File: config.mk
export PLATFORM = sky130hd
export DESIGN_NAME = rtcsec_top
export DESIGN_NICKNAME = d
export VERILOG_FILES = /design/src/rtl/rtcsec_pkg.sv /design/src/rtl/rtcsec_sync_edge.sv /design/src/rtl/rtcsec_prescaler.sv /design/src/rtl/rtcsec_counter.sv /design/src/rtl/rtcsec_top.sv
export SDC_FILE = /design/constraint.sdc
export NUM_CORES = 1
export LEC_CHECK = 0
export BUFFER_PORTS_ARGS = -buffer_cell sky130_fd_sc_hd__buf_2
export CAP_MARGIN = 20
export CORE_ASPECT_RATIO = 1.5
export CORE_UTILIZATION = 58
export DETAILED_ROUTE_END_ITERATION = 6
export GPL_ROUTABILITY_DRIVEN = 0
export PLACE_DENSITY = 0.89
export REMOVE_ABC_BUFFERS = 1
export SLEW_MARGIN = 20
export SYNTH_ARGS = -nofsm -noshare
export SYNTH_HDL_FRONTEND = slang
export SYNTH_HIERARCHICAL = 1
export SYNTH_SLANG_ARGS = --single-unit
File: constraint.sdc
create_clock -name clk_i -period 4 [get_ports clk_i]
set_clock_uncertainty 0.05 [all_clocks]
set_input_delay 0.6 -clock clk_i [delete_from_list [all_inputs] [get_ports clk_i]]
set_output_delay 0.6 -clock clk_i [all_outputs]
set_load 0.005 [all_outputs]
File: src/rtl/rtcsec_pkg.sv
package rtcsec_pkg;
   typedef enum logic [2:0] {
      RA_CTRL  = 3'd0,
      RA_LOAD  = 3'd1,
      RA_MATCH = 3'd2,
      RA_IMASK = 3'd3,
      RA_RIS   = 3'd4,
      RA_ICR   = 3'd5,
      RA_MIS   = 3'd6
   } reg_addr_e;

   localparam int CTRL_W      = 4;
   localparam int CB_ENABLE   = 0;
   localparam int CB_MODE     = 1;
   localparam int CB_DBG_RUN  = 2;
   localparam int CB_STALL    = 3;
endpackage

File: src/rtl/rtcsec_sync_edge.sv
module rtcsec_sync_edge #(
   parameter int STAGES = 2
) (
   input  logic clk_i,
   input  logic rst_ni,
   input  logic async_i,
   output logic rise_o
);
   if (STAGES < 2) begin : g_bad_stages
      $error("rtcsec_sync_edge: STAGES must be at least 2");
   end

   logic [STAGES:0] sh_q;

   always_ff @(posedge clk_i or negedge rst_ni) begin
      if (!rst_ni) sh_q <= '0;
      else         sh_q <= {sh_q[STAGES-1:0], async_i};
   end

   assign rise_o = sh_q[STAGES-1] & ~sh_q[STAGES];

   // one detected edge never spans two clocks
   p_rise_single_r1: assert property (@(posedge clk_i) disable iff (!rst_ni)
      rise_o |=> !rise_o);
endmodule

File: src/rtl/rtcsec_prescaler.sv
module rtcsec_prescaler #(
   parameter int DIV = 32768
) (
   input  logic clk_i,
   input  logic rst_ni,
   input  logic clr_i,
   input  logic step_i,
   output logic tick_o
);
   if (DIV < 2) begin : g_bad_div
      $error("rtcsec_prescaler: DIV must be at least 2");
   end

   localparam int PW = (DIV > 1) ? $clog2(DIV) : 1;
   localparam logic [PW-1:0] LAST = PW'(DIV - 1);
   localparam bit POW2 = ((1 << PW) == DIV);

   logic [PW-1:0] cnt_q;

   assign tick_o = step_i && !clr_i && (cnt_q == LAST);

   if (POW2) begin : g_wrap_natural
      always_ff @(posedge clk_i or negedge rst_ni) begin
         if (!rst_ni)     cnt_q <= '0;
         else if (clr_i)  cnt_q <= '0;
         else if (step_i) cnt_q <= cnt_q + 1'b1;
      end
   end else begin : g_wrap_compare
      always_ff @(posedge clk_i or negedge rst_ni) begin
         if (!rst_ni)     cnt_q <= '0;
         else if (clr_i)  cnt_q <= '0;
         else if (step_i) cnt_q <= (cnt_q == LAST) ? '0 : cnt_q + 1'b1;
      end
   end

   // a clear always leaves the divider at its start
   p_clr_start_r3: assert property (@(posedge clk_i) disable iff (!rst_ni)
      clr_i |=> (cnt_q == '0));
   // without a step the divider holds
   p_hold_r9: assert property (@(posedge clk_i) disable iff (!rst_ni)
      (!step_i && !clr_i) |=> $stable(cnt_q));
endmodule

File: src/rtl/rtcsec_counter.sv
module rtcsec_counter #(
   parameter int CNT_W = 32
) (
   input  logic             clk_i,
   input  logic             rst_ni,
   input  logic             load_i,
   input  logic [CNT_W-1:0] load_val_i,
   input  logic             tick_i,
   input  logic [CNT_W-1:0] match_val_i,
   output logic [CNT_W-1:0] count_o,
   output logic             hit_o
);
   logic [CNT_W-1:0] cnt_q;
   logic [CNT_W-1:0] cnt_nxt;

   assign cnt_nxt = cnt_q + 1'b1;
   assign hit_o   = tick_i && !load_i && (cnt_nxt == match_val_i);
   assign count_o = cnt_q;

   always_ff @(posedge clk_i or negedge rst_ni) begin
      if (!rst_ni)     cnt_q <= '0;
      else if (load_i) cnt_q <= load_val_i;
      else if (tick_i) cnt_q <= cnt_nxt;
   end

   // a tick adds exactly one
   p_inc_r1: assert property (@(posedge clk_i) disable iff (!rst_ni)
      (tick_i && !load_i) |=> (count_o == CNT_W'($past(count_o) + 1'b1)));
   // all-ones wraps to zero
   p_wrap_r4: assert property (@(posedge clk_i) disable iff (!rst_ni)
      (tick_i && !load_i && (&count_o)) |=> (count_o == '0));
   // a load takes the written value
   p_load_r3: assert property (@(posedge clk_i) disable iff (!rst_ni)
      load_i |=> (count_o == $past(load_val_i)));
endmodule

File: src/rtl/rtcsec_top.sv
module rtcsec_top
   import rtcsec_pkg::*;
#(
   parameter int CNT_W       = 32,
   parameter int PRESC_DIV   = 32768,
   parameter int SYNC_STAGES = 2
) (
   input  logic             clk_i,
   input  logic             rst_ni,
   input  logic             ref_clk_i,
   input  logic             dbg_halt_i,
   input  logic             wr_en_i,
   input  logic [2:0]       wr_addr_i,
   input  logic [CNT_W-1:0] wr_data_i,
   input  logic [2:0]       rd_addr_i,
   output logic [CNT_W-1:0] rd_data_o,
   output logic [CNT_W-1:0] count_o,
   output logic             irq_o
);
   if (CNT_W < CTRL_W) begin : g_bad_width
      $error("rtcsec_top: CNT_W must hold the control word");
   end

   logic [CTRL_W-1:0] ctrl_q;
   logic [CNT_W-1:0]  load_q, match_q;
   logic              mask_q, status_q, seen_q;
   logic              we_ctrl, we_load, we_match, we_mask, icr_clr;
   logic              first_sel, ld_any, run, rise, step, tick, hit;
   logic [CNT_W-1:0]  ld_val;

   assign we_ctrl  = wr_en_i && (wr_addr_i == RA_CTRL);
   assign we_load  = wr_en_i && (wr_addr_i == RA_LOAD);
   assign we_match = wr_en_i && (wr_addr_i == RA_MATCH);
   assign we_mask  = wr_en_i && (wr_addr_i == RA_IMASK);
   assign icr_clr  = wr_en_i && (wr_addr_i == RA_ICR) && wr_data_i[0];

   assign first_sel = we_ctrl && wr_data_i[CB_MODE] && !seen_q;
   assign ld_any    = we_load || first_sel;
   assign ld_val    = we_load ? wr_data_i : CNT_W'(1);

   // halt blocks counting only with stall set and debug-run clear
   assign run  = ctrl_q[CB_ENABLE] && ctrl_q[CB_MODE] &&
                 (!dbg_halt_i || ctrl_q[CB_DBG_RUN] || !ctrl_q[CB_STALL]);
   assign step = rise && run;

   always_ff @(posedge clk_i or negedge rst_ni) begin
      if (!rst_ni) begin
         ctrl_q  <= '0;
         load_q  <= '0;
         match_q <= '0;
         mask_q  <= 1'b0;
         seen_q  <= 1'b0;
      end else begin
         if (we_ctrl)   ctrl_q  <= wr_data_i[CTRL_W-1:0];
         if (we_load)   load_q  <= wr_data_i;
         if (we_match)  match_q <= wr_data_i;
         if (we_mask)   mask_q  <= wr_data_i[0];
         if (first_sel) seen_q  <= 1'b1;
      end
   end

   always_ff @(posedge clk_i or negedge rst_ni) begin
      if (!rst_ni)      status_q <= 1'b0;
      else if (hit)     status_q <= 1'b1;
      else if (icr_clr) status_q <= 1'b0;
   end

   rtcsec_sync_edge #(.STAGES(SYNC_STAGES)) u_sync (
      .clk_i(clk_i), .rst_ni(rst_ni), .async_i(ref_clk_i), .rise_o(rise));

   rtcsec_prescaler #(.DIV(PRESC_DIV)) u_presc (
      .clk_i(clk_i), .rst_ni(rst_ni), .clr_i(ld_any), .step_i(step),
      .tick_o(tick));

   rtcsec_counter #(.CNT_W(CNT_W)) u_cnt (
      .clk_i(clk_i), .rst_ni(rst_ni), .load_i(ld_any), .load_val_i(ld_val),
      .tick_i(tick), .match_val_i(match_q), .count_o(count_o), .hit_o(hit));

   assign irq_o = status_q && mask_q;

   always_comb begin
      rd_data_o = '0;
      case (rd_addr_i)
         RA_CTRL:  rd_data_o = CNT_W'(ctrl_q);
         RA_LOAD:  rd_data_o = load_q;
         RA_MATCH: rd_data_o = match_q;
         RA_IMASK: rd_data_o = CNT_W'(mask_q);
         RA_RIS:   rd_data_o = CNT_W'(status_q);
         RA_MIS:   rd_data_o = CNT_W'(irq_o);
         default:  rd_data_o = '0;
      endcase
   end

   // the one-time mode entry leaves the count at 1
   p_first_one_r2: assert property (@(posedge clk_i) disable iff (!rst_ni)
      $rose(seen_q) |-> (count_o == CNT_W'(1)));
   // status only rises on reaching the match value
   p_rise_match_r5: assert property (@(posedge clk_i) disable iff (!rst_ni)
      $rose(status_q) |-> (count_o == match_q));
   // a clear without a hit empties status
   p_icr_clear_r7: assert property (@(posedge clk_i) disable iff (!rst_ni)
      (icr_clr && !hit) |=> !status_q);
   // a hit wins over a same-cycle clear
   p_hit_wins_r11: assert property (@(posedge clk_i) disable iff (!rst_ni)
      (icr_clr && hit) |=> status_q);
   // no counting with enable clear
   p_idle_r8: assert property (@(posedge clk_i) disable iff (!rst_ni)
      (!ctrl_q[CB_ENABLE] && !ld_any) |=> $stable(count_o));
   // halted with stall and no debug-run freezes the count
   p_stall_r9: assert property (@(posedge clk_i) disable iff (!rst_ni)
      (dbg_halt_i && ctrl_q[CB_STALL] && !ctrl_q[CB_DBG_RUN] && !ld_any)
      |=> $stable(count_o));
endmodule

* Word level (Yosys, flattened, before mapping) *
Index checks and enable logic that the tools add are counted.

operators by class
  shift-type cells = 0
  multipliers = 0
  divide/modulo/power cells = 0
  add/subtract/negate cells = 2
  magnitude comparators = 0
  equality and inequality tests = 11
  mux-type cells = 8
  reduce and logical (&&, ||, !) cells = 28
  bitwise operators = 2

operators with widths
  cell                   number
  $pmux 32 s6            1
  $mux 32                3
  $add 32x1->32 const B  1
  $eq 32x32->1           1
  $mux 15                2
  $logic_and 1x1->1      16
  $add 15x1->15 const B  1
  $eq 15x15->1 const B   1
  $eq 3x2->1 const B     4
  $eq 3x3->1 const B     3
  $eq 3x1->1 const B     2
  $logic_not 3->1        2
  $reduce_bool 2->1      3
  $logic_not 1->1        4
  $logic_or 1x1->1       3
  $mux 1                 2
  $and 1x1->1            1
  $not 1->1              1

word-level totals
  bits in read-only memories = 0
  RAM bits = 0
  word-level logic and storage cells = 60
  memories = 0
  bits in latches = 0
  output and inout port bits = 65
  flip-flop bits (word level) = 121

* Longest topological paths before layout *
Gate-level depths: netlist of the first run.

  depth in word-level cells = 11
  depth in mapped cells = 14
  depth with buffers taken out = 13

* Hierarchy *
Netlist of the first run, hierarchy kept.

modules (own cells, without submodules)
  module            area an instance (um^2)  cells each  times used  seq. area each (um^2)
  rtcsec_top        3,437.0                  259         1           1,776.7
  rtcsec_counter    2,805.2                  351         1           800.8
  rtcsec_prescaler  799.5                    78          1           375.4
  rtcsec_sync_edge  88.8                     4           1           75.1

* Least setup slack after synthesis of the first run *
Ideal clock, no wire load.

  path kind = input to register
  start point = input port dbg_halt_i
  end point = register status_q
  data arrival time = 3,397 ps
  path buffers = 1
  stages = 12
  path slack = 489 ps
  path through = a31oi_1 > buf_2 > nand4_4 > or4_4 > nor2_1 > nor4b_1 > o2111ai_1 > or4_1 > a2111oi_2 > o2111ai_1 > a2111oi_2 > a21o_1

on the way
  word-level cells in the longest chain between the ends = 10
  elaborated cells between the ends (all ways) = 11
  those cells by class = 1 x mux; 10 x reduce/logical

ends and longest elaborated chain
  item                                                line                    RTL
  from (decl)                                         rtcsec_top.sv:11        input logic dbg_halt_i,
  $logic_not 1->1 (*)                                 rtcsec_top.sv:43        (!dbg_halt_i || ctrl_q[CB_DBG_RUN] || !ctrl_q[CB_STALL]);
  $logic_or 1x1->1 (*) (2 in series)                  rtcsec_top.sv:43
  $logic_and 1x1->1 (*)                               rtcsec_top.sv:42        assign run = ctrl_q[CB_ENABLE] && ctrl_q[CB_MODE] &&
  $logic_and 1x1->1 (*)                               rtcsec_top.sv:44        assign step = rise && run;
  $logic_and 1x1->1 (*) (2 in series)                 rtcsec_prescaler.sv:20  assign tick_o = step_i && !clr_i && (cnt_q == LAST);
  via tick                                            rtcsec_top.sv:28        logic first_sel, ld_any, run, rise, step, tick, hit;
  $logic_and 1x1->1 (*) (2 in series)                 rtcsec_counter.sv:17    assign hit_o = tick_i && !load_i && (cnt_nxt == match_val_i);
  via hit                                             rtcsec_top.sv:28
  $mux 1 / $reduce_bool 2->1 (equally long branches)  n/a
  to (signal assigned)                                rtcsec_top.sv:63        if (!rst_ni) status_q <= 1'b0;
  to (signal assigned)                                rtcsec_top.sv:64        else if (hit) status_q <= 1'b1;
  to (signal assigned)                                rtcsec_top.sv:65        else if (icr_clr) status_q <= 1'b0;
  to (decl)                                           rtcsec_top.sv:26        logic mask_q, status_q, seen_q;

Mark *: on every way through the listed nets, which the timed path passes. The rest lies on a longest branch.
A chain may end at the register's enable or synchronous reset.

* Worst setup path after layout of the first run *
  start point = register u_sync.sh_q[2]
  end point = register status_q

on the way
  word-level cells in the longest chain between the ends = 8
  elaborated cells between the ends (all ways) = 9
  those cells by class = 1 x mux; 2 x bitwise; 6 x reduce/logical

ends and longest elaborated chain
  item                                                line                    RTL
  from (decl)                                         rtcsec_sync_edge.sv:13  logic [STAGES:0] sh_q;
  from (signal assigned)                              rtcsec_sync_edge.sv:17  else sh_q <= {sh_q[STAGES-1:0], async_i};
  $not 1->1 (*)                                       rtcsec_sync_edge.sv:20  assign rise_o = sh_q[STAGES-1] & ~sh_q[STAGES];
  $and 1x1->1 (*)                                     rtcsec_sync_edge.sv:20
  via rise                                            rtcsec_top.sv:28
  $logic_and 1x1->1 (*)                               rtcsec_top.sv:44
  via step                                            rtcsec_top.sv:28
  $logic_and 1x1->1 (*) (2 in series)                 rtcsec_prescaler.sv:20
  via tick                                            rtcsec_top.sv:28
  $logic_and 1x1->1 (*) (2 in series)                 rtcsec_counter.sv:17
  via hit                                             rtcsec_top.sv:28
  $mux 1 / $reduce_bool 2->1 (equally long branches)  n/a

Marked as above.

==> results.sh, run 1 <==
export IMPL_outcome="complete, no violations"
export IMPL_cts_sinks=121
export IMPL_finalCritPeriodShare_pct=93.0
export IMPL_antenna_found_initial=0
export IMPL_synth_cell_types=67
export IMPL_grtUsageMet3_pct=5.35
export IMPL_fin_cells=948
export IMPL_ctsHoldBuffers=0
export IMPL_ctsResizeCount=0
export IMPL_place_hpwl_mm=12.7
export IMPL_max_slew_margin_rel_pct=42.5
export IMPL_vdd_drop_max_uv=316
export IMPL_row_count=49
export IMPL_synth_common_cells="121 x dfrtp_1, 66 x nand2_1, 46 x xnor2_1"
export IMPL_synth_top_area_share_pct=42.5
export IMPL_synth_top_cell_by_area="dfrtp_1"
export IMPL_start_util_pct=59.6
export IMPL_grt_usage_pct=31.1
export IMPL_cts_root_buf="clkbuf_16"
export IMPL_p_per_area_mw_per_mm2=463
export IMPL_yosys_warnings=6
export IMPL_cts_buffers=17
export IMPL_finish_utilization_pct=69.8
export IMPL_power_switching_uw=999
export IMPL_first_pass_iters=5
export IMPL_postRouteAntennaNets=0
export IMPL_dieWidth_microns=92.5
export IMPL_syn_area_per_cell_sq_um=10.3
export IMPL_overflow=0
export IMPL_arrival_ns=4.03
export IMPL_synth_edf_count=0
export IMPL_use_met2_pct=54.3
export IMPL_seqPwrFrac_pct=40.9
export IMPL_grt_setup_unrepaired="no"
export IMPL_grt_max_degree=68
export IMPL_setup_viol=0
export IMPL_syn_area_sq_mm=0.00713
export IMPL_io_buffers=107
export IMPL_synthTopCellsByArea="dfrtp_1 42%, mux2_4 6.3%, xnor2_1 5.7%"
export IMPL_finalSetupTns_ns=0
export IMPL_clkTransAtPathRegs_ns=0.05
export IMPL_coreArea_sq_mm=0.0120
export IMPL_min_period_ns=3.72
export IMPL_postCtsSetupRepairBufs=0
export IMPL_drive_gt1_share_pct=26.9
export IMPL_swShare_pct=25.9
export IMPL_num_vias=5962
export IMPL_h_tree_depth=4
export IMPL_die_area_sq_mm=0.0128
export IMPL_top_usage_layer="met2"
export IMPL_ys_ff_latch=121
export IMPL_fin_hold_ws_ns=0.224
export IMPL_yosysMostFrequentCell="dfrtp_1"
export IMPL_clockBufferDepth=2
export IMPL_met1_usage_pct=35.1
export IMPL_die_h_microns=138
export IMPL_worstPathRequired_ns=4.31
export IMPL_drt_iter0_markers=548
export IMPL_hold_viol=0
export IMPL_place_ws_ns=0.213
export IMPL_power_share_clock_pct=43.5
export IMPL_worstSetupEndpointType="register"
export IMPL_start_kind="register"
export IMPL_grt_pass1_vias=6128
export IMPL_cp_max_fo=10
export IMPL_grt_pass1_wl_mm=30.3
export IMPL_worst_pin_slew_ns=0.862
export IMPL_stdcell_area_sq_mm=0.00834
export IMPL_insertion_delay_ns=0.42
export IMPL_areaGrowthSynthToFinish_pct=17.0
export IMPL_cell_internal_pwr_mw=2.86
export IMPL_criticalPathCategory="reg -> reg"
export IMPL_diodes=0
export IMPL_synthArstFlopShare_pct=100
export IMPL_combPwrFrac_pct=15.6
export IMPL_via_per_inst=6.29
export IMPL_slew_viol_final=0
export IMPL_ys_seq_area_share_pct=42.5
export IMPL_synth_flop_cell="dfrtp_1"
export IMPL_p_leak_nw=3.89
export IMPL_io_pins=108
export IMPL_fmax_mhz=269
export IMPL_place_area_sq_mm=0.00770
export IMPL_post_drt_wl_per_cell_microns=20.0
export IMPL_fin_ws_ns=0.282
export IMPL_dpl_cell_count=918
export IMPL_wl_mm=18.9
export IMPL_synth_cells=692
export IMPL_power_mw=3.86
export IMPL_cts_tree="done"
export IMPL_hold_path_class="in -> async"
export IMPL_max_cap_viol_count=0
export IMPL_fin_nets=829
export IMPL_drcViolationCount=0
[final timing paths]
kind                                start           endpoint  slack, ns  cells after the start
max                        u_sync/sh_q[2]           status_q       0.28                     13
min                                rst_ni         load_q[27]       0.22                      1
max reg2reg                u_sync/sh_q[2]           status_q       0.28                     13
min reg2reg                u_sync/sh_q[0]     u_sync/sh_q[1]       0.33                      0
max in group asynchronous          rst_ni  u_cnt/count_o[11]       2.87                      2
min in group clk_i              ref_clk_i     u_sync/sh_q[0]       0.24                      1
[metal layers]
metal | vias up | part of all wire, %
li1 | 2651 | -
met1 | 2926 | 37
met2 | 296 | 52
met3 | 89 | 5.6
met4 | 0 | 4.9
met5 | - | 0
[registers in the layout, summed over array words and instances, names as in the netlist]
name and cells:
seen_q 1, status_q 1, u_sync/sh_q 3, u_presc/cnt_q 15, match_q 32, ctrl_q 4
u_cnt/count_o 32, load_q 32, mask_q 1
[power by group through the flow]
stage | clock network (mW) | registers [mW] | logic (mW)
after floorplan | 0 | 1.54 | 0.407
after global placement | 0 | 1.58 | 0.561
after detailed placement | 0 | 1.59 | 0.587
after CTS | 1.69 | 1.58 | 0.600
after global routing | 1.74 | 1.60 | 0.652
final | 1.68 | 1.58 | 0.601
[cell type report]
cell class	count	area [sq um]
multi-input cells	519	3820
fillers	828	3620
well taps	153	191
clock inverters	9	170
repair buffers	117	626
flip-flops and latches	121	3030
clock buffers	21	470
inverters	8	30.0
[logic make-up (layout without fill, tap and decap cells)]
group           count (synthesis)  count (layout)  share of synthesized area (%)
fa+ha+maj                       2               2                          0.351
xor+xnor                       77              77                           9.46
flops                         121             121                           42.5
compound gates                142             142                           13.7
mux                            49              49                           9.14
buf+inv                        52             155                           4.28
simple gates                  249             249                           20.6
[layout by cell type, fill, tap and decap left out, types with 9 or more instances in the layout]
cell         n
a21o_1      32
a21oi_1     14
a22o_1      29
and2_1      33
buf_2      106
buf_4       10
clkbuf_16   17
dfrtp_1    121
mux2_2       9
mux2_4      30
mux2i_1     10
nand2_1     66
nand3_1     20
nand4_1     20
nor2_1      31
nor4_1      11
o21ai_0     41
xnor2_1     46
xor2_1      31
[critical path, cell delays in order (launching register included)]
cell and delay (ns):
dfrtp_1 0.40, nor2b_4 0.11, nand3_1 0.08, a31oi_1 0.34, nand4_4 0.21, or4_4 0.57
nor2_1 0.18, nor4b_1 0.29, o2111ai_1 0.15, or4_1 0.50, a2111oi_2 0.23, o2111ai_1 0.18
a2111oi_2 0.24, a21o_1 0.12
No activity file was read; power rests on OpenSTA's default activity.
==> run 2: changes to the inputs <==
RECOVER_POWER = 100   (was not set)
clock period = 3.6 ns   (was 4 ns; I/O delays follow)
==> run 2 against run 1 <==
The flow now finishes with violations (capacitance limit, slew limit); sequential cell count did not move; combinational power up 3%; clock-buffer cell count is 2 higher; first-iteration DRC count shrank 17%; die area is the same; cell count increased by 0.74%; non-clock buffer count grew 7; critical endpoint unchanged.
==> results.sh, run 2 (synthesis gave the netlist of run 1 again) <==
export IMPL_post_drt_wl_per_cell_microns=20.3
export IMPL_min_period_ns=3.43
export IMPL_final_common_cell="dfrtp_1"
export IMPL_wl_mm=19.4
export IMPL_worst_pin_slew_ns=2.18
export IMPL_vdd_drop_max_uv=421
export IMPL_place_hpwl_mm=12.8
export IMPL_via_per_inst=6.40
export IMPL_arrival_ns=3.74
export IMPL_cp_slowest_cell="or4_4"
export IMPL_hold_path_depth=1
export IMPL_path_cells="nor2b_4, nand3_1, a31oi_1, buf_4, nand4_4, or4_4, nor2_2, nor4b_4, o2111ai_2, or4_4, a2111oi_4, o2111ai_2, a2111oi_2, a21o_1"
export IMPL_diodes=0
export IMPL_r2r_slack_ns=0.17
export IMPL_crit_path_max_incr_delay_ns=0.52
export IMPL_cts_buffers=17
export IMPL_die_h_microns=138
export IMPL_hold_path_class="in -> reg"
export IMPL_row_count=49
export IMPL_cts_sinks=121
export IMPL_drive_gt1_share_pct=19.3
export IMPL_max_slew_margin_rel_pct=-45.3
export IMPL_num_vias=6111
export IMPL_finalCritPeriodShare_pct=95.4
export IMPL_drcViolationCount=0
export IMPL_io_buffers=107
export IMPL_start_kind="register"
export IMPL_reg2reg_to="status_q"
export IMPL_fmax_mhz=291
export IMPL_cp_max_fo=5
export IMPL_die_area_sq_mm=0.0128
export IMPL_coreArea_sq_mm=0.0120
export IMPL_reg2reg_depth=14
export IMPL_criticalPathCategory="reg -> reg"
export IMPL_p_leak_nw=3.63
export IMPL_holdCritStartpoint="ref_clk_i"
export IMPL_rr_startpoint="u_sync/sh_q[2]"
export IMPL_crit_family="simple AND/OR/NAND/NOR gates"
export IMPL_violations="capacitance limit, slew limit"
export IMPL_drt_iter0_markers=453
export IMPL_nFillCells=897
export IMPL_grt_pass1_vias=6129
export IMPL_ctsHoldBuffers=0
export IMPL_overflow=0
export IMPL_crit_buf_inv=1
export IMPL_first_pass_iters=5
export IMPL_multiInputGateArea_sq_mm=0.00374
export IMPL_setup_viol=0
export IMPL_final_cell_mix="121 x dfrtp_1, 67 x buf_2, 66 x nand2_1, 46 x xnor2_1, 41 x o21ai_0"
export IMPL_min_to="u_sync/sh_q[0]"
export IMPL_cts_root_buf="clkbuf_16"
export IMPL_grt_pass1_wl_mm=29.9
export IMPL_outcome="finished with violations"
export IMPL_grt_usage_pct=30.5
export IMPL_max_cap_viol_count=3
export IMPL_hold_viol=0
export IMPL_cts_tree="done"
export IMPL_fin_hold_ws_ns=0.177
export IMPL_stdcell_area_sq_mm=0.00821
export IMPL_io_pins=108
export IMPL_p_per_area_mw_per_mm2=505
export IMPL_h_tree_depth=4
export IMPL_clkTransAtPathRegs_ns=0.06
export IMPL_antenna_found_initial=0
export IMPL_clockBufferDepth=2
export IMPL_final_seq_area_sq_mm=0.00303
export IMPL_areaGrowthSynthToFinish_pct=15.1
export IMPL_dieWidth_microns=92.5
export IMPL_postRouteAntennaNets=0
export IMPL_insertion_delay_ns=0.42
export IMPL_power_mw=4.14
export IMPL_worstSetupEndpointType="register"
export IMPL_worstPathRequired_ns=3.91
export IMPL_fin_nets=836
export IMPL_slew_viol_final=124
export IMPL_grt_max_degree=63
export IMPL_place_area_sq_mm=0.00774
export IMPL_start_util_pct=59.6
run 2: changes by cell type in the layout (fill, tap and decap cells not counted), sizes merged:
cell      delta
bufinv       -2
clkinvlp     +2
clkinv       -2
clkbuf      +47
buf         -38
run 2: worst register-to-register path, cell delays in order (launching register included):
cell and delay [ns]:
dfrtp_1 0.40, nor2b_4 0.11, nand3_1 0.08, a31oi_1 0.17, buf_4 0.18, nand4_4 0.11, or4_4 0.46, nor2_2 0.15
nor4b_4 0.21, o2111ai_2 0.14, or4_4 0.52, a2111oi_4 0.22, o2111ai_2 0.16, a2111oi_2 0.31, a21o_1 0.12
run 2: area by class of cell:
| type | count | share of cell area (%) |
|---|---|---|
| Multi-Input combinational cell | 519 | 45.6 |
| Sequential cell | 121 | 36.9 |
| Timing Repair Buffer | 124 | 7.33 |
| Tap cell | 153 | 2.33 |
| Clock buffer | 23 | 6.07 |
| Clock inverter | 7 | 1.40 |
| Inverter | 8 | 0.366 |
run 2: worst max-delay path by stage:
stage | from | depth (start not counted) | slack (ns) | endpoint
2_1_floorplan | wr_addr_i[1] | 12 | -2.99 | status_q
6_report | u_sync/sh_q[2] | 14 | 0.17 | status_q
5_1_grt | u_sync/sh_q[2] | 14 | -0.03 | status_q
3_5_place_dp | dbg_halt_i | 13 | -0.03 | status_q
4_1_cts | u_sync/sh_q[2] | 14 | 0.03 | status_q
3_3_place_gp | dbg_halt_i | 13 | 0.08 | status_q
run 2: power by group:
part	leakage [nW]	total [mW]	switching [mW]	internal (mW)
sequential	1.56	1.75	0.201	1.55
clock	0.297	1.78	0.607	1.17
combinational	1.77	0.619	0.317	0.302
total	3.63	4.14	1.12	3.02
run 2: stage by stage:
stage | util, % | setup TNS [ns] | setup slack, ns | instances
floorplan | - | -191.88 | -2.99 | 648
global placement | 64.7 | 0 | 0.0812 | 923
detailed placement | 64.7 | -0.0340 | -0.0340 | 923
CTS | 69.8 | 0 | 0.0346 | 953
global route | 68.6 | -0.0415 | -0.0285 | 955
finish | 68.6 | 0 | 0.167 | 955
run 2: routing by layer:
metal,routed length (microns),vias up,track usage [%]
li1,-,2664,-
met1,6990,2983,33.2
met2,10100,354,52.9
met3,1180,110,6.18
met4,1160,0,21.1
met5,0,-,0
run 2: repair_timing:
| item | 4_1_cts | 5_1_grt |
|---|---|---|
| setup endpoints to repair | 0 | 1 |
| gates resized for setup | 0 | 7 |
| buffers inserted | 0 | 2 |
| endpoints found under the hold margin | 0 | 0 |
==> run 3: changes to the inputs <==
ABC_AREA = 1   (was not set)
==> run 3 against run 2 <==
The run still ends with capacitance limit, slew limit left; core utilization shrank 0.19 points; routed wire length grew 4.9%; largest cell class unchanged; global-route usage rose by 1.8 points; clock-buffer cell count down 4; critical endpoint is now u_cnt/count_o[16]; highest routed layer unchanged; synthesized cell count rose by 53%; sequential cell count did not move; critical path type is now in -> reg; clock power hardly changed; combinational power fell by 11%.
==> results.sh, run 3 <==
export IMPL_final_seq_area_sq_mm=0.00303
export IMPL_synthTopCellsByArea="dfrtp_1 41%, nand2_1 21%, inv_1 5.9%"
export IMPL_grt_usage_pct=32.2
export IMPL_crit_family="buffers and inverters"
export IMPL_nFillCells=1040
export IMPL_antenna_found_initial=0
export IMPL_drt_iter0_markers=656
export IMPL_h_tree_depth=4
export IMPL_io_buffers=107
export IMPL_fin_nets=1207
export IMPL_drive_gt1_share_pct=14.0
export IMPL_fmax_mhz=307
export IMPL_clockBufferDepth=2
export IMPL_worstPathRequired_ns=3.83
export IMPL_p_per_area_mw_per_mm2=476
export IMPL_coreArea_sq_mm=0.0124
export IMPL_synth_common_cells="416 x nand2_1, 121 x dfrtp_1, 116 x inv_1"
export IMPL_grt_max_degree=96
export IMPL_criticalPathCategory="in -> reg"
export IMPL_final_cell_mix="416 x nand2_1, 121 x dfrtp_1, 116 x inv_1, 108 x nor2_1, 83 x o21ai_0"
export IMPL_die_h_microns=140
export IMPL_via_per_inst=5.58
export IMPL_multiInputGateArea_sq_mm=0.00367
export IMPL_hold_path_class="in -> reg"
export IMPL_min_period_ns=3.26
export IMPL_r2r_slack_ns=0.48
export IMPL_dpl_cell_count=1299
export IMPL_worst_pin_slew_ns=1.76
export IMPL_start_util_pct=59.5
export IMPL_outcome="finished with violations"
export IMPL_first_pass_iters=7
export IMPL_synth_cells=1062
export IMPL_finalCritPeriodShare_pct=90.5
export IMPL_areaGrowthSynthToFinish_pct=15.1
export IMPL_p_leak_nw=4.47
export IMPL_syn_area_per_cell_sq_um=6.97
export IMPL_cts_buffers=17
export IMPL_synth_top_area_share_pct=40.9
export IMPL_overflow=0
export IMPL_worstSetupEndpointType="register"
export IMPL_slew_viol_final=159
export IMPL_synth_top_cell_by_area="dfrtp_1"
export IMPL_cts_tree="done"
export IMPL_cts_root_buf="clkbuf_16"
export IMPL_vdd_drop_max_uv=377
export IMPL_synthArstFlopShare_pct=100
export IMPL_die_area_sq_mm=0.0132
export IMPL_row_count=50
export IMPL_fin_cells=1331
export IMPL_io_pins=108
export IMPL_place_area_sq_mm=0.00801
export IMPL_postCtsSetupRepairBufs=0
export IMPL_yosysMostFrequentCell="nand2_1"
export IMPL_drcViolationCount=0
export IMPL_ctsHoldBuffers=0
export IMPL_num_vias=7424
export IMPL_synth_cell_types=40
export IMPL_insertion_delay_ns=0.42
export IMPL_start_kind="input pin"
export IMPL_synth_edf_count=0
export IMPL_arrival_ns=3.49
export IMPL_cts_sinks=121
export IMPL_ys_ff_latch=121
export IMPL_path_cells="buf_2, nor2_1, nand3_1, o21ai_0, clkbuf_2, inv_1, nand2_1, buf_4, inv_1, nand3_1, o211ai_1"
export IMPL_grt_pass1_wl_mm=33.0
export IMPL_grt_setup_unrepaired="no"
export IMPL_ctsResizeCount=0
export IMPL_place_hpwl_mm=13.6
export IMPL_dieWidth_microns=94.3
export IMPL_finish_utilization_pct=68.5
export IMPL_postRouteAntennaNets=0
export IMPL_crit_path_max_incr_delay_ns=0.71
export IMPL_grt_pass1_vias=7149
export IMPL_cp_max_fo=37
export IMPL_wl_mm=20.3
export IMPL_syn_area_sq_mm=0.00741
export IMPL_max_cap_viol_count=2
export IMPL_violations="capacitance limit, slew limit"
export IMPL_cp_slowest_cell="clkbuf_2"
export IMPL_max_slew_margin_rel_pct=-17.2
export IMPL_crit_buf_inv=5
export IMPL_fin_hold_ws_ns=0.172
export IMPL_synth_flop_cell="dfrtp_1"
export IMPL_diodes=0
export IMPL_ys_seq_area_share_pct=40.9
export IMPL_post_drt_wl_per_cell_microns=15.3
export IMPL_yosys_warnings=6
export IMPL_stdcell_area_sq_mm=0.00852
export IMPL_hold_viol=0
export IMPL_setup_viol=0
export IMPL_clkTransAtPathRegs_ns=0.06
export IMPL_final_common_cell="nand2_1"
## run 3: path summary, 6_finish.rpt
kind                                     start                end  cells after the start
worst max-delay path              wr_addr_i[2]  u_cnt/count_o[16]                     11
worst min-delay path                 ref_clk_i     u_sync/sh_q[0]                      1
worst max register to register  u_sync/sh_q[1]  u_cnt/count_o[14]                     13
worst min register to register  u_sync/sh_q[0]     u_sync/sh_q[1]                      0
max in group asynchronous               rst_ni         load_q[28]                      2
min in group asynchronous               rst_ni          load_q[4]                      1
## run 3: cells by family (layout without fill, tap and decap cells)
kind of cell | count (synthesis) | after routing | synth area share [%]
AO/OA/AOI/OAI | 132 | 132 | 10.6
XOR/XNOR | 5 | 5 | 0.794
adder cells (fa/ha/maj) | 2 | 2 | 0.338
buffers and inverters | 155 | 268 | 8.92
flip-flops | 121 | 121 | 40.9
AND/OR/NAND/NOR | 647 | 647 | 38.5
## run 3: final cells by class
| type | instances | share of cell area [%] |
|---|---|---|
| Clock inverter | 13 | 1.98 |
| Tap cell | 156 | 2.29 |
| Timing Repair Buffer | 114 | 6.39 |
| Sequential cell | 121 | 35.5 |
| Inverter | 122 | 5.37 |
| Multi-Input combinational cell | 786 | 43.1 |
| Clock buffer | 19 | 5.31 |
## run 3: layer usage
layer / share of wire (%) / GRT usage [%] / vias up
met5: 0 / 0 / -
met1: 38 / 36.1 / 3430
met2: 51 / 55.1 / 342
met3: 6.0 / 7.17 / 96
li1: - / - / 3556
met4: 5.3 / 18.9 / 0
## run 3: metrics by stage
step	TNS (ns)	power [mW]	setup slack (ns)
2_1_floorplan	-29.23	2.05	-1.00
4_1_cts	0	4.08	0.615
3_5_place_dp	0	2.29	0.524
3_3_place_gp	0	2.26	0.702
5_1_grt	0	4.23	0.192
6_report	0	4.05	0.340
## run 3: where the power goes
group / switching [mW] / total [mW] / internal, mW
combinational: 0.334 / 0.552 / 0.218
sequential: 0.172 / 1.71 / 1.54
clock: 0.659 / 1.79 / 1.13
